===== config.mk =====
export PLATFORM = sky130hd
export DESIGN_NAME = clkgen_regbank
export DESIGN_NICKNAME = d
export VERILOG_FILES = /design/src/rtl/cgr_pkg.sv /design/src/rtl/cgr_decode.sv /design/src/rtl/cgr_cfg.sv /design/src/rtl/cgr_ctrl.sv /design/src/rtl/clkgen_regbank.sv
export SDC_FILE = /design/constraint.sdc
export NUM_CORES = 1
export LEC_CHECK = 0
export ABC_AREA = 1
export BUFFER_PORTS_ARGS = -buffer_cell sky130_fd_sc_hd__buf_2
export CORE_MARGIN = 2
export CORE_UTILIZATION = 50
export DETAILED_ROUTE_END_ITERATION = 12
export PLACE_DENSITY = 0.79
export SETUP_SLACK_MARGIN = 0.15
export SLEW_MARGIN = 20
export SYNTH_ARGS = -nofsm -noshare
export SYNTH_HDL_FRONTEND = slang
export SYNTH_SLANG_ARGS = --single-unit

===== constraint.sdc =====
create_clock -name clk -period 1.9 [get_ports clk]
set_input_delay 0.19 -clock clk [delete_from_list [all_inputs] [get_ports clk]]
set_output_delay 0.19 -clock clk [all_outputs]
set_load 0.1 [all_outputs]

===== src/rtl/cgr_pkg.sv =====
package cgr_pkg;

  localparam int NUM_REGS = 6;

  // Register offsets; the order is part of the programming model.
  localparam int OFS_CTRL  = 0;
  localparam int OFS_LOOP  = 1;
  localparam int OFS_MULH  = 2;
  localparam int OFS_MULL  = 3;
  localparam int OFS_RANGE = 4;
  localparam int OFS_RDIV  = 5;

  // Bit positions inside the control byte.
  localparam int B_INT_EN  = 7;
  localparam int B_EVT     = 6;
  localparam int B_PLL_EN  = 5;
  localparam int B_BUS_SEL = 4;

  // Bit positions inside the loop byte.
  localparam int B_AUTO = 7;
  localparam int B_LOCK = 6;
  localparam int B_ACQ  = 5;

  // The bus may move onto the PLL only when it runs with a usable range.
  function automatic logic bus_sel_allowed(logic pll_on, logic range_is_zero);
    return pll_on & ~range_is_zero;
  endfunction

  // Readback of the loop byte; status bits depend on the mode.
  function automatic logic [7:0] loop_readback(logic auto_on, logic lock, logic acq_live,
                                               logic acq_stored);
    logic [7:0] v;
    v         = 8'h00;
    v[B_AUTO] = auto_on;
    v[B_LOCK] = auto_on & lock;
    v[B_ACQ]  = auto_on ? acq_live : acq_stored;
    return v;
  endfunction

endpackage


===== src/rtl/cgr_decode.sv =====
module cgr_decode #(
  parameter int ADDR_W    = 8,
  parameter int BASE_ADDR = 'h36
) (
  input  logic [ADDR_W-1:0]            addr,
  output logic [cgr_pkg::NUM_REGS-1:0] sel
);
  localparam logic [ADDR_W-1:0] BASE = ADDR_W'(BASE_ADDR);

  logic [ADDR_W-1:0] ofs;
  assign ofs = addr - BASE;

  for (genvar i = 0; i < cgr_pkg::NUM_REGS; i++) begin : g_sel
    assign sel[i] = (ofs == ADDR_W'(i));
  end

  always_comb begin
    a_sel_onehot_r9 : assert ($onehot0(sel));
  end
endmodule


===== src/rtl/cgr_cfg.sv =====
module cgr_cfg #(
  parameter int MUL_W     = 12,
  parameter int RANGE_W   = 8,
  parameter int RDIV_W    = 4,
  parameter int MUL_RST   = 'h040,
  parameter int RANGE_RST = 'h40,
  parameter int RDIV_RST  = 'h1
) (
  input  logic               clk,
  input  logic               rst_n,
  input  logic               wr_mulh,
  input  logic               wr_mull,
  input  logic               wr_range,
  input  logic               wr_rdiv,
  input  logic [7:0]         wdata,
  input  logic               pll_on,
  output logic [MUL_W-1:0]   mult,
  output logic [RANGE_W-1:0] vco_range,
  output logic [RDIV_W-1:0]  ref_div,
  output logic               range_zero,
  output logic [7:0]         mulh_rd,
  output logic [7:0]         mull_rd,
  output logic [7:0]         range_rd,
  output logic [7:0]         rdiv_rd
);
  logic [MUL_W-1:0]   mult_q;
  logic [RANGE_W-1:0] range_q;
  logic [RDIV_W-1:0]  rdiv_q;
  logic [15:0]        mul_ext;
  logic [15:0]        mul_new;
  logic               unlocked;
  logic               unused_bits;

  assign unlocked = ~pll_on;
  assign mul_ext  = 16'(mult_q);

  always_comb begin
    mul_new = mul_ext;
    if (wr_mulh) mul_new[15:8] = wdata;
    if (wr_mull) mul_new[7:0]  = wdata;
  end

  assign unused_bits = ^{mul_new[15:MUL_W], wdata[7:RDIV_W]};

  always_ff @(posedge clk) begin
    if (!rst_n) begin
      mult_q  <= MUL_W'(MUL_RST);
      range_q <= RANGE_W'(RANGE_RST);
      rdiv_q  <= RDIV_W'(RDIV_RST);
    end else if (unlocked) begin
      if (wr_mulh || wr_mull) mult_q <= mul_new[MUL_W-1:0];
      if (wr_range)           range_q <= wdata[RANGE_W-1:0];
      if (wr_rdiv)            rdiv_q  <= wdata[RDIV_W-1:0];
    end
  end

  assign mult       = mult_q;
  assign vco_range  = range_q;
  assign ref_div    = rdiv_q;
  assign range_zero = (range_q == '0);
  assign mulh_rd    = mul_ext[15:8];
  assign mull_rd    = mul_ext[7:0];
  assign range_rd   = 8'(range_q);
  assign rdiv_rd    = 8'(rdiv_q);

  p_cfg_frozen_r6 : assert property (@(posedge clk) disable iff (!rst_n)
    pll_on |=> ($stable(mult_q) && $stable(range_q) && $stable(rdiv_q)));
endmodule


===== src/rtl/cgr_ctrl.sv =====
module cgr_ctrl
  import cgr_pkg::*;
(
  input  logic       clk,
  input  logic       rst_n,
  input  logic       wr_ctrl,
  input  logic       wr_loop,
  input  logic       rd_ctrl,
  input  logic [7:0] wdata,
  input  logic       lock_in,
  input  logic       acq_in,
  input  logic       range_zero,
  output logic [7:0] ctrl_rd,
  output logic [7:0] loop_rd,
  output logic       pll_en,
  output logic       bus_sel,
  output logic [1:0] prescale,
  output logic [1:0] vco_pow,
  output logic       auto_bw,
  output logic       acq_req,
  output logic       irq
);
  logic       int_en_q, evt_q, pll_en_q, bus_sel_q, auto_q, acq_q, lock_d;
  logic [1:0] prescale_q, vco_pow_q;
  logic       int_en_d, evt_d, pll_en_d, bus_sel_d, auto_d, acq_d;
  logic [1:0] prescale_d, vco_pow_d;
  logic       lock_evt;

  // Named internal event: a lock transition seen in automatic mode.
  assign lock_evt = auto_q & (lock_in ^ lock_d);

  always_comb begin
    int_en_d   = auto_q & (wr_ctrl ? wdata[B_INT_EN] : int_en_q);
    evt_d      = auto_q & (lock_evt | (evt_q & ~rd_ctrl));
    pll_en_d   = bus_sel_q | (wr_ctrl ? wdata[B_PLL_EN] : pll_en_q);
    bus_sel_d  = bus_sel_allowed(pll_en_q, range_zero) &
                 (wr_ctrl ? wdata[B_BUS_SEL] : bus_sel_q);
    prescale_d = wr_ctrl ? wdata[3:2] : prescale_q;
    vco_pow_d  = wr_ctrl ? wdata[1:0] : vco_pow_q;
    auto_d     = wr_loop ? wdata[B_AUTO] : auto_q;
    acq_d      = (wr_loop && !auto_q) ? wdata[B_ACQ] : acq_q;
  end

  always_ff @(posedge clk) begin
    if (!rst_n) begin
      int_en_q   <= 1'b0;
      evt_q      <= 1'b0;
      pll_en_q   <= 1'b1;
      bus_sel_q  <= 1'b0;
      prescale_q <= 2'b00;
      vco_pow_q  <= 2'b00;
      auto_q     <= 1'b0;
      acq_q      <= 1'b0;
      lock_d     <= 1'b0;
    end else begin
      int_en_q   <= int_en_d;
      evt_q      <= evt_d;
      pll_en_q   <= pll_en_d;
      bus_sel_q  <= bus_sel_d;
      prescale_q <= prescale_d;
      vco_pow_q  <= vco_pow_d;
      auto_q     <= auto_d;
      acq_q      <= acq_d;
      lock_d     <= lock_in;
    end
  end

  assign ctrl_rd  = {int_en_q, evt_q & auto_q, pll_en_q, bus_sel_q, prescale_q, vco_pow_q};
  assign loop_rd  = loop_readback(auto_q, lock_in, acq_in, acq_q);
  assign pll_en   = pll_en_q;
  assign bus_sel  = bus_sel_q;
  assign prescale = prescale_q;
  assign vco_pow  = vco_pow_q;
  assign auto_bw  = auto_q;
  assign acq_req  = acq_q;
  assign irq      = evt_q & int_en_q;

  p_int_en_gate_r3 : assert property (@(posedge clk) disable iff (!rst_n)
    !auto_q |=> !int_en_q && !evt_q);
  p_acq_frozen_r4 : assert property (@(posedge clk) disable iff (!rst_n)
    auto_q |=> $stable(acq_q));
  p_bus_guard_r5 : assert property (@(posedge clk) disable iff (!rst_n)
    (!pll_en_q || range_zero) |=> !bus_sel_q);
  p_pll_held_r7 : assert property (@(posedge clk) disable iff (!rst_n)
    bus_sel_q |=> pll_en_q);
  p_evt_set_r8 : assert property (@(posedge clk) disable iff (!rst_n)
    lock_evt |=> evt_q);
  p_evt_clear_r8 : assert property (@(posedge clk) disable iff (!rst_n)
    (rd_ctrl && !lock_evt) |=> !evt_q);
endmodule


===== src/rtl/clkgen_regbank.sv =====
module clkgen_regbank #(
  parameter int ADDR_W    = 8,
  parameter int BASE_ADDR = 'h36,
  parameter int MUL_W     = 12,
  parameter int RANGE_W   = 8,
  parameter int RDIV_W    = 4,
  parameter int MUL_RST   = 'h040,
  parameter int RANGE_RST = 'h40,
  parameter int RDIV_RST  = 'h1
) (
  input  logic               clk,
  input  logic               rst_n,
  input  logic [ADDR_W-1:0]  addr,
  input  logic               wr_en,
  input  logic               rd_en,
  input  logic [7:0]         wr_data,
  output logic [7:0]         rd_data,
  input  logic               lock_in,
  input  logic               acq_in,
  output logic               irq,
  output logic               pll_en,
  output logic               bus_sel,
  output logic [1:0]         prescale,
  output logic [1:0]         vco_pow,
  output logic               auto_bw,
  output logic               acq_req,
  output logic [MUL_W-1:0]   mult,
  output logic [RANGE_W-1:0] vco_range,
  output logic [RDIV_W-1:0]  ref_div
);
  import cgr_pkg::*;

  logic [NUM_REGS-1:0] sel, wsel;
  logic [7:0]          rd_vec [NUM_REGS];
  logic                range_zero;

  cgr_decode #(.ADDR_W(ADDR_W), .BASE_ADDR(BASE_ADDR)) u_decode (
    .addr (addr),
    .sel  (sel)
  );

  assign wsel = sel & {NUM_REGS{wr_en}};

  cgr_ctrl u_ctrl (
    .clk        (clk),
    .rst_n      (rst_n),
    .wr_ctrl    (wsel[OFS_CTRL]),
    .wr_loop    (wsel[OFS_LOOP]),
    .rd_ctrl    (rd_en & sel[OFS_CTRL]),
    .wdata      (wr_data),
    .lock_in    (lock_in),
    .acq_in     (acq_in),
    .range_zero (range_zero),
    .ctrl_rd    (rd_vec[OFS_CTRL]),
    .loop_rd    (rd_vec[OFS_LOOP]),
    .pll_en     (pll_en),
    .bus_sel    (bus_sel),
    .prescale   (prescale),
    .vco_pow    (vco_pow),
    .auto_bw    (auto_bw),
    .acq_req    (acq_req),
    .irq        (irq)
  );

  cgr_cfg #(
    .MUL_W(MUL_W), .RANGE_W(RANGE_W), .RDIV_W(RDIV_W),
    .MUL_RST(MUL_RST), .RANGE_RST(RANGE_RST), .RDIV_RST(RDIV_RST)
  ) u_cfg (
    .clk        (clk),
    .rst_n      (rst_n),
    .wr_mulh    (wsel[OFS_MULH]),
    .wr_mull    (wsel[OFS_MULL]),
    .wr_range   (wsel[OFS_RANGE]),
    .wr_rdiv    (wsel[OFS_RDIV]),
    .wdata      (wr_data),
    .pll_on     (pll_en),
    .mult       (mult),
    .vco_range  (vco_range),
    .ref_div    (ref_div),
    .range_zero (range_zero),
    .mulh_rd    (rd_vec[OFS_MULH]),
    .mull_rd    (rd_vec[OFS_MULL]),
    .range_rd   (rd_vec[OFS_RANGE]),
    .rdiv_rd    (rd_vec[OFS_RDIV])
  );

  always_comb begin
    rd_data = 8'h00;
    for (int i = 0; i < NUM_REGS; i++) begin
      if (sel[i]) rd_data = rd_data | rd_vec[i];
    end
  end
endmodule


### Yosys cells after proc, flatten, opt, wreduce, memory -nomap -nowiden

Index checks and enable logic that the tools add are counted.
Widths: inputs -> output; s select.

| word-level totals | value |
|---|---|
| register bits after elaboration | 35 |
| output and inout bits | 41 |
| word-level logic and storage cells | 60 |

| cells by class | value |
|---|---|
| add/sub/neg operators | 1 |
| eq/ne operators | 5 |
| muxes and demuxes | 10 |
| bitwise operators | 22 |
| reductions and logical operators | 9 |

Operators with widths:

| operator | number |
|---|---|
| $mux 8 | 6 |
| $or 8x8->8 | 3 |
| $eq 8x2->1 const B | 2 |
| $eq 8x3->1 const B | 2 |
| $logic_not 8->1 | 2 |
| $or 8x4->8 | 2 |
| $and 1x1->1 | 10 |
| $eq 8x1->1 const B | 1 |
| $sub 8x6->8 const B | 1 |
| $and 6x6->6 | 1 |
| $reduce_and 3->1 | 2 |
| $mux 1 | 4 |
| $reduce_and 2->1 | 2 |
| $not 1->1 | 3 |
| $or 1x1->1 | 2 |
| $logic_and 1x1->1 | 1 |
| $logic_not 1->1 | 1 |
| $logic_or 1x1->1 | 1 |
| $xor 1x1->1 | 1 |

### Longest topological paths before layout

| depth | value |
|---|---|
| word-level depth | 13 |
| gate-level depth with buffers | 13 |
| mapped depth without buffers | 11 |

### By module

A second synthesis with hierarchy kept.

| second synthesis, totals | value |
|---|---|
| cell total of the unflattened synthesis | 414 |
| area total of the unflattened synthesis | 2,586.2 µm² |

Modules (own cells, without submodules):

| module | times used | cells an instance | area an instance (µm²) | sequential area each (µm²) |
|---|---|---|---|---|
| cgr_cfg | 1 | 182 | 1,307.5 | 480.5 |
| cgr_ctrl | 1 | 77 | 540.5 | 220.2 |
| clkgen_regbank | 1 | 116 | 480.5 | 0.0 |
| cgr_decode | 1 | 39 | 257.7 | 0.0 |

### Worst setup path before layout

OpenSTA, ideal clock, no wires.

| timing | value |
|---|---|
| kind | input to output |
| from | in addr[1] |
| to | out rd_data[4] |
| arrival time | 2.607 ns |
| required time | 1.710 ns |
| setup slack | -0.897 ns |
| stages | 9 |
| path through | ha_1 > inv_1 > nand2_2 > a21oi_1 > nor2_1 > nor2_1 > buf_4 > nand3_1 > o211ai_1 |

| on the way | value |
|---|---|
| cells in the longest elaborated chain, start to end | 13 |
| elaborated cells on any way between the ends | 18 |
| classes of those cells | add/sub: 1; eq/ne: 5; mux: 6; bitwise: 5; reduce/logical: 1 |

RTL lines:

| element | RTL line | RTL |
|---|---|---|
| start, declared | clkgen_regbank.sv:13 | `input logic [ADDR_W-1:0] addr,` |
| $sub 8x6->8 (*) | cgr_decode.sv:11 | `assign ofs = addr - BASE;` |
| $logic_not 8->1 | cgr_decode.sv:14 | `assign sel[i] = (ofs == ADDR_W'(i));` |
| $mux 8 | clkgen_regbank.sv:90 | `if (sel[i]) rd_data = rd_data \| rd_vec[i];` |
| $or 8x8->8 | clkgen_regbank.sv:90 |  |
| $mux 8 | clkgen_regbank.sv:90 |  |
| $or 8x4->8 | clkgen_regbank.sv:90 |  |
| $mux 8 | clkgen_regbank.sv:90 |  |
| $or 8x8->8 | clkgen_regbank.sv:90 |  |
| $mux 8 | clkgen_regbank.sv:90 |  |
| $or 8x8->8 | clkgen_regbank.sv:90 |  |
| $mux 8 | clkgen_regbank.sv:90 |  |
| $or 8x4->8 | clkgen_regbank.sv:90 |  |
| $mux 8 (*) | clkgen_regbank.sv:90 |  |
| end, declared | clkgen_regbank.sv:17 | `output logic [7:0] rd_data,` |

Mark *: on every way between the ends. The rest lies on a longest branch, timed or not.

### Final worst setup path

| timing | value |
|---|---|
| from | in addr[1] |
| to | out rd_data[6] |

Same word-level chain as after synthesis.

==> results.sh <==
export IMPL_antenna_cells=0
export IMPL_nNetsFinal=416
export IMPL_fmax_mhz=536
export IMPL_dieArea_sq_um=4340
export IMPL_end_kind="output port"
export IMPL_avgSynthCellArea_sq_um=6.09
export IMPL_syn2layout_area_growth_pct=47.1
export IMPL_wl_mm=6.09
export IMPL_viasPerCell=5.30
export IMPL_timing_final_hold_violations=0
export IMPL_grt_pass1_wl_mm=10.3
export IMPL_placed_cell_area_sq_um=2560
export IMPL_setup_viol=0
export IMPL_drive_above_1_share_pct=33.2
export IMPL_cap_viol_max_count=0
export IMPL_finalMaxSlewViolations=0
export IMPL_grt_pass1_vias=2313
export IMPL_die_x_um=65.9
export IMPL_tns_ns=0
export IMPL_slowest_stage="buf_12"
export IMPL_cts_inserted_buffers=5
export IMPL_post_place_ws_ns=-0.0124
export IMPL_max_stage_delay_ns=0.20
export IMPL_rsz0062_at_grt="true"
export IMPL_gp_congestion=0.857
export IMPL_syn_cell_area_sq_um=1920
export IMPL_criticalPathCategory="in2out"
export IMPL_ir_drop_mv=0.471
export IMPL_yosysUniqueCellTypes=21
export IMPL_die_h_um=65.9
export IMPL_hpwl_mm=4.14
export IMPL_worstMarginPinSlew_ns=0.489
export IMPL_port_buffers=62
export IMPL_cp_required_ns=1.71
export IMPL_total_leakage_power_nw=1.46
export IMPL_path_cells="buf_6, ha_4, inv_2, nand2_4, a21oi_2, nor2_2, nor2_4, buf_12, buf_4, nand4_1, nand4_1, buf_12"
export IMPL_critPathMaxFanout=8
export IMPL_synth_fp_nets=338
export IMPL_path_buf_inv=5
export IMPL_synth_seq_cells=35
export IMPL_vias=2341
export IMPL_wl_per_cell_um=13.8
export IMPL_clkSinkCount=35
export IMPL_ios=63
export IMPL_grt_start_max_net_pins=17
export IMPL_antenna_found_initial=0
export IMPL_cts_clk_slew_worst_paths_ns=0.07
export IMPL_grt_overflow=0
export IMPL_arrival_ns=1.68
export IMPL_synthCells=315
export IMPL_clock_root_buffer="clkbuf_8"
export IMPL_clk_latency_ns=0.29
export IMPL_htreeDepth=2
export IMPL_status="completed"
export IMPL_power_density_nw_per_um2=544
export IMPL_first_iter_violations=231
export IMPL_drtPass1Iterations=5
export IMPL_yosysSeqAreaShare_pct=36.6
export IMPL_core_sq_um=3660
export IMPL_nFillCells=267
export IMPL_start_kind="input pin"
export IMPL_max_slew_margin_rel_pct=67.6
export IMPL_cts_hold_buf=0
export IMPL_finalCriticalPeriod_ns=1.87
export IMPL_finalCritPeriodShare_pct=98.2
export IMPL_fin_ws_ns=0.0338
export IMPL_skew_ns=0.00151
export IMPL_placement_rows=22
export IMPL_whs_ns=0.122
export IMPL_worstHoldPathType="in2reg"
export IMPL_grt_total_usage_pct=30.9
export IMPL_clk_path_buf_depth=2
export IMPL_ys_warnings_count=0
export IMPL_cts_tree="yes"
export IMPL_drc=0
export IMPL_ant_nets=0
export IMPL_crit_family="buffers and inverters"
export IMPL_initial_core_util_pct=52.4
export IMPL_final_area_sq_um=2820
export IMPL_final_util_pct=77.0
## cell usage after synthesis, drive strengths merged
cell type,instances,share of area (%)
nand2,95,19
nor2,63,13
inv,43,8.4
nand3,36,9.9
dfxtp,35,37
a21oi,10,2.6
nand4,9,2.9
o21ai,6,1.6
buf,5,1.7
clkbuf,5,0.98
nor3,2,1.4
nor4,2,0.65
ha,1,0.65
nand3b,1,0.59
o211ai,1,0.39
or2,1,0.33
## per-layer routing
metal,wire length [um],GRT usage [%],up-vias
met5,0,0,-
met4,229,14.6,0
met3,480,5.45,25
met2,3050,55.3,114
met1,2340,35.2,1065
li1,-,-,1137
## stage by stage
step                      instances  total power (W)
after detailed placement        430         0.000901
after CTS                       442          0.00153
after global placement          430         0.000898
final                           442          0.00153
after global routing            442          0.00159
after floorplan                 315         0.000830
## state kept, by name, summed over array words and instances (netlist names)
| register | count |
|---|---|
| u_ctrl.evt_q | 1 |
| u_cfg.mult | 12 |
| u_ctrl.pll_en | 1 |
| u_ctrl.vco_pow | 2 |
| u_ctrl.int_en_q | 1 |
| u_cfg.range_rd | 8 |
| u_ctrl.auto_bw | 1 |
| u_ctrl.bus_sel | 1 |
| u_cfg.ref_div | 4 |
| u_ctrl.acq_req | 1 |
| u_ctrl.prescale | 2 |
| u_ctrl.lock_d | 1 |
## path summary, 6_finish.rpt
check	start	end	slack (ns)	cells past startpoint
setup / recovery	addr[1]	rd_data[6]	0.03	12
hold / removal	lock_in	u_ctrl.lock_d	0.12	3
setup reg to reg	u_ctrl.pll_en	u_cfg.mult[11]	0.45	5
hold reg to reg	u_cfg.ref_div[3]	u_cfg.ref_div[3]	0.50	2
## cell type report
type	count	area (sq um)	share of cell area [%]
tap	48	60.1	2.13
clock buffer	7	96.3	3.42
sequential	35	711	25.2
multi-input combinational	227	1150	40.7
timing repair buffer	81	634	22.5
inverter	43	161	5.73
clock inverter	1	7.51	0.266
## report_power, final
part           total [W]  internal, W  switching (W)
clock network   0.000615     0.000330       0.000285
logic           0.000184    0.0000721       0.000112
registers       0.000736     0.000735     0.00000111
## logic make-up (layout without fill, tap and decap cells)
logic type | count (synthesis) | count (layout) | share of synthesized area (%)
compound gates | 17 | 17 | 4.57
fa+ha+maj | 1 | 1 | 0.653
buf+inv | 53 | 132 | 11.1
flops | 35 | 35 | 36.6
simple gates | 209 | 209 | 47.1
## layout by cell type (no fill, tap or decap), types with 2 or more instances in the layout
cell,Yosys,layout
dfxtp_2,0,8
nor2_1,61,52
o21ai_1,0,4
nand3_2,2,5
buf_2,2,52
nor2_4,0,2
nor2_2,2,9
nand2_2,1,3
a21oi_1,10,9
dfxtp_1,35,27
nand4_1,9,9
buf_12,0,10
buf_4,3,15
buf_6,0,3
nor3_4,1,2
nand2_4,0,6
nand3_1,34,30
inv_1,43,42
clkbuf_8,0,7
nand2_1,94,86
nor4_1,2,2
## worst reg2reg max path, stage by stage (launching register included)
cell	delay [ns]
dfxtp_2	0.35
nor2_1	0.37
nand3_1	0.33
nand2_1	0.17
nand2_1	0.07
nor2_1	0.10
## timing repair
item                       CTS  global route
gates resized for setup     20             9
setup endpoints to repair    8             8
gates cloned                 1             0
setup buffers                3             0
pin swaps                   10             2
Power figures use the tool's default switching activity.
